`src/rtl/refdiv_pkg.sv`:
```
package refdiv_pkg;

  // log2 of the divide ratio for a given selection code
  function automatic int unsigned ratio_log2(input int unsigned code,
                                             input int unsigned code0_log2,
                                             input int unsigned base_log2);
    return (code == 0) ? code0_log2 : code + base_log2;
  endfunction

  // counter reload value (ratio - 1) for a given log2 ratio
  function automatic logic [31:0] reload_of(input int unsigned lg);
    return (32'd1 << lg) - 32'd1;
  endfunction

endpackage

```
`src/rtl/refdiv_decode.sv`:
```
module refdiv_decode #(
  parameter int SEL_W      = 3,
  parameter int CNT_W      = 14,
  parameter int CODE0_LOG2 = 3,
  parameter int BASE_LOG2  = 6
) (
  input  logic [SEL_W-1:0] sel,
  output logic [CNT_W-1:0] reload
);
  import refdiv_pkg::*;

  localparam int DEPTH = 1 << SEL_W;

  logic [CNT_W-1:0] table_w [DEPTH];

  for (genvar g = 0; g < DEPTH; g++) begin : g_entry
    localparam logic [31:0] RV =
      reload_of(ratio_log2(g, CODE0_LOG2, BASE_LOG2));
    assign table_w[g] = RV[CNT_W-1:0];
  end

  assign reload = table_w[sel];
endmodule

```
`src/rtl/refdiv_counter.sv`:
```
module refdiv_counter #(
  parameter int CNT_W = 14
) (
  input  logic             clk,
  input  logic             rst_n,
  input  logic [CNT_W-1:0] reload,
  output logic [CNT_W-1:0] cnt,
  output logic             tc
);
  assign tc = (cnt == '0);

  always_ff @(posedge clk) begin
    if (!rst_n)  cnt <= reload;
    else if (tc) cnt <= reload;
    else         cnt <= cnt - CNT_W'(1);
  end
endmodule

```
`src/rtl/refdiv_pulse.sv`:
```
module refdiv_pulse (
  input  logic clk,
  input  logic rst_n,
  input  logic tc,
  output logic strobe
);
  always_ff @(posedge clk) begin
    if (!rst_n) strobe <= 1'b0;
    else        strobe <= tc;
  end
endmodule

```
`src/rtl/refdiv_top.sv`:
```
module refdiv_top #(
  parameter int SEL_W      = 3,
  parameter int CNT_W      = 14,
  parameter int CODE0_LOG2 = 3,
  parameter int BASE_LOG2  = 6
) (
  input  logic             clk,
  input  logic             rst_n,
  input  logic [SEL_W-1:0] ratio_sel,
  output logic             ref_strobe
);
  // named internal events, brought out for the checker
  logic [CNT_W-1:0] reload_val;
  logic [CNT_W-1:0] count_q;
  logic             term_evt;

  refdiv_decode #(
    .SEL_W(SEL_W), .CNT_W(CNT_W),
    .CODE0_LOG2(CODE0_LOG2), .BASE_LOG2(BASE_LOG2)
  ) u_decode (
    .sel(ratio_sel), .reload(reload_val)
  );

  refdiv_counter #(.CNT_W(CNT_W)) u_counter (
    .clk(clk), .rst_n(rst_n), .reload(reload_val),
    .cnt(count_q), .tc(term_evt)
  );

  refdiv_pulse u_pulse (
    .clk(clk), .rst_n(rst_n), .tc(term_evt), .strobe(ref_strobe)
  );
endmodule

```
`config.mk`:
```
export PLATFORM = sky130hd
export DESIGN_NAME = refdiv_top
export DESIGN_NICKNAME = d
export VERILOG_FILES = /design/src/rtl/refdiv_pkg.sv /design/src/rtl/refdiv_decode.sv /design/src/rtl/refdiv_counter.sv /design/src/rtl/refdiv_pulse.sv /design/src/rtl/refdiv_top.sv
export SDC_FILE = /design/constraint.sdc
export NUM_CORES = 1
export LEC_CHECK = 0
export BUFFER_PORTS_ARGS = -buffer_cell sky130_fd_sc_hd__clkbuf_2
export CAP_MARGIN = 20
export CORE_MARGIN = 2
export CORE_UTILIZATION = 55
export CTS_CLUSTER_SIZE = 40
export DETAILED_ROUTE_END_ITERATION = 10
export MAX_ROUTING_LAYER = met4
export PLACE_DENSITY = 0.74
export SLEW_MARGIN = 10
export SYNTH_ARGS = -nofsm -noshare
export SYNTH_HDL_FRONTEND = slang
export SYNTH_SLANG_ARGS = --single-unit
```
`constraint.sdc`:
```
create_clock -name clk -period 2 [get_ports clk]
set_input_delay 0.3 -clock clk [delete_from_list [all_inputs] [get_ports clk]]
set_output_delay 0.3 -clock clk [all_outputs]
set_load 0.05 [all_outputs]
```
==> impl_metrics.ini <==
[outcome]
status = finished clean

[synthesis]
synthTopCellsByArea = dfxtp_1, nor4_2, xnor2_1, a21oi_1, nor3_1
synth-edff-count = 0
synth_cells = 81
syn-num-nets = 87
ys_ff_latch = 15
synth_seq_area_share_pct = 39.9
synth_common_cells = dfxtp_1, a21oi_1, nand2_1, nor2_1, nor3_1
synthDistinctLibCells = 32
netlist.top_cell.by_area = dfxtp_1
ys_warn_count = 0
syn_avg_cell_area_um2 = 9.28
yosysMostFrequentCell = dfxtp_1
async_flop_share_pct = 0
synth_top_area_share_pct = 39.9
syn-cell-area_um2 = 752
synthFlopType = dfxtp_1

[drt]
totalWireLength_mm = 1.52
dr.pass1.iters = 4
vias_per_cell = 6.06
ant_nets = 0
vias = 654
drt_iter0_markers = 19
detail_route.wl_per_cell_um = 14.1
drc_errors = 0

[place]
dp_hpwl_mm = 1.13
portBuffers = 5
gp_congestion = 0.751
placed_cell_area_um2 = 822

[floorplan]
pin_count = 6
core_area_um2 = 1280
die-height_um = 41.0
die_area_um2 = 1680
die_x_um = 41.0
row_count = 13
start_util_pct = 58.5

[sta]
fin_skew_ps = 4.31
rsz0062_at_grt = no
setup_viol = 0
worst_pin_slew_ps = 440
fin_crit_ps = 1750
finalHoldViolations = 0
final-max-slew-violation-count = 0
setup_tns_ps = 0
finalCritPeriodShare_pct = 87.6
slew_headroom_pct = 70.5
timing.fmax_mhz = 571

[clock_tree]
cts_hold_buf = 0
post_cts_resized = 0
post_cts_buffers = 0
cts_buffers = 3
clk_path_buf_depth = 2
clk_latency_ps = 290
cts.sinks = 15
h-tree-depth = 1
clk_root_buffer_cell = clkbuf_4
cts_tree = yes
clkTransAtPathRegs_ps = 80

[worst_setup_path]
critPathArrivalTime_ps = 1910
required_ps = 2160
start_kind = flop
crit_type = flop to flop
end_kind = flop
worst-path-max-fanout = 8

[global_routing]
grt.overflow.total = 0
antenna_found_initial = 0
first_global_vias = 546
grt_util_all_layers_pct = 23.9
grt_pass1_wl_mm = 2.39
grt_max_degree = 9

[layout]
drive_above_1_share_pct = 21.5
antenna_cells = 0
final_area_um2 = 848
fill_cells = 110
multi_input_area_um2 = 437
area_delta_synth_final_pct = 12.8
seq_area_um2 = 300
nNetsFinal = 100

[pwr]
power_leakage_uw = 0.000333
power_density_nw_per_um2 = 691
irDropWorstVdd_uv = 384

[worst_hold_path]
hold_class = primary input to flop

[job]
max-cap-violations = 0
[critical path, cell delays in order (launching register included)]
cell,delay (ps)
dfxtp_1,340
inv_1,60
ha_1,170
nor3b_1,300
a41oi_2,280
nor4_2,400
a31oi_1,80
[through the flow]
stage	util [%]	hold slack (ps)	setup WS [ps]	power (uW)	cells
floorplan	-	372	335	392	81
global placement	64.0	390	338	416	104
detailed placement	64.0	407	227	418	104
CTS	66.0	242	217	591	108
global route	66.0	251	2.46	617	108
finish	66.0	246	248	586	108
[layout by cell type (no fill, tap or decap), types with 4 or more instances in the layout]
cell      count
a21oi_1       6
buf_4         4
clkbuf_2      5
dfxtp_1      15
nand2_1       5
nand3_1       4
nor2_1        5
nor3_1        5
xnor2_1       4
[power breakdown]
group	switching [uW]	internal [uW]	total, uW	leakage [uW]
registers	29.0	319	348	0.000124
logic	33.5	30.4	63.9	0.000194
clock network	97.0	77.6	175	0.0000150
[flip-flops by register name (all words and copies together) (netlist names)]
| signal | cells |
|---|---|
| u_counter.cnt | 14 |
| u_pulse.strobe | 1 |
[cell families after synthesis]
logic type	synth area share (%)
flip-flops	39.9
multiplexers	1.33
AND/OR/NAND/NOR	34.3
AO/OA/AOI/OAI	13.8
adder cells (fa/ha/maj)	1.66
XOR/XNOR	6.99
buffers and inverters	2.00
[area by class of cell]
| class | count | area share [%] |
|---|---|---|
| Clock buffer | 4 | 3.10 |
| Sequential cell | 15 | 35.4 |
| Timing Repair Buffer | 9 | 6.49 |
| Multi-Input combinational cell | 62 | 51.5 |
| Inverter | 3 | 1.33 |
| Tap cell | 15 | 2.21 |
[routing by layer]
layer | up-vias | track usage, % | share of wire, %
met4 | 0 | 15.0 | 2.8
met1 | 299 | 30.9 | 47
met5 | - | - | 0
met3 | 5 | 4.89 | 6.3
li1 | 329 | - | -
met2 | 21 | 33.6 | 44
[path summary, 6_finish.rpt]
path                                        from          endpoint  slack [ps]  depth (start not counted)
worst min-delay path                       rst_n  u_counter.cnt[2]         250                          2
worst max-delay path            u_counter.cnt[0]  u_counter.cnt[3]         250                          6
worst max register to register  u_counter.cnt[0]  u_counter.cnt[3]         250                          6
worst min register to register  u_counter.cnt[0]  u_counter.cnt[0]         420                          1
(Power assumes the default switching activity.)
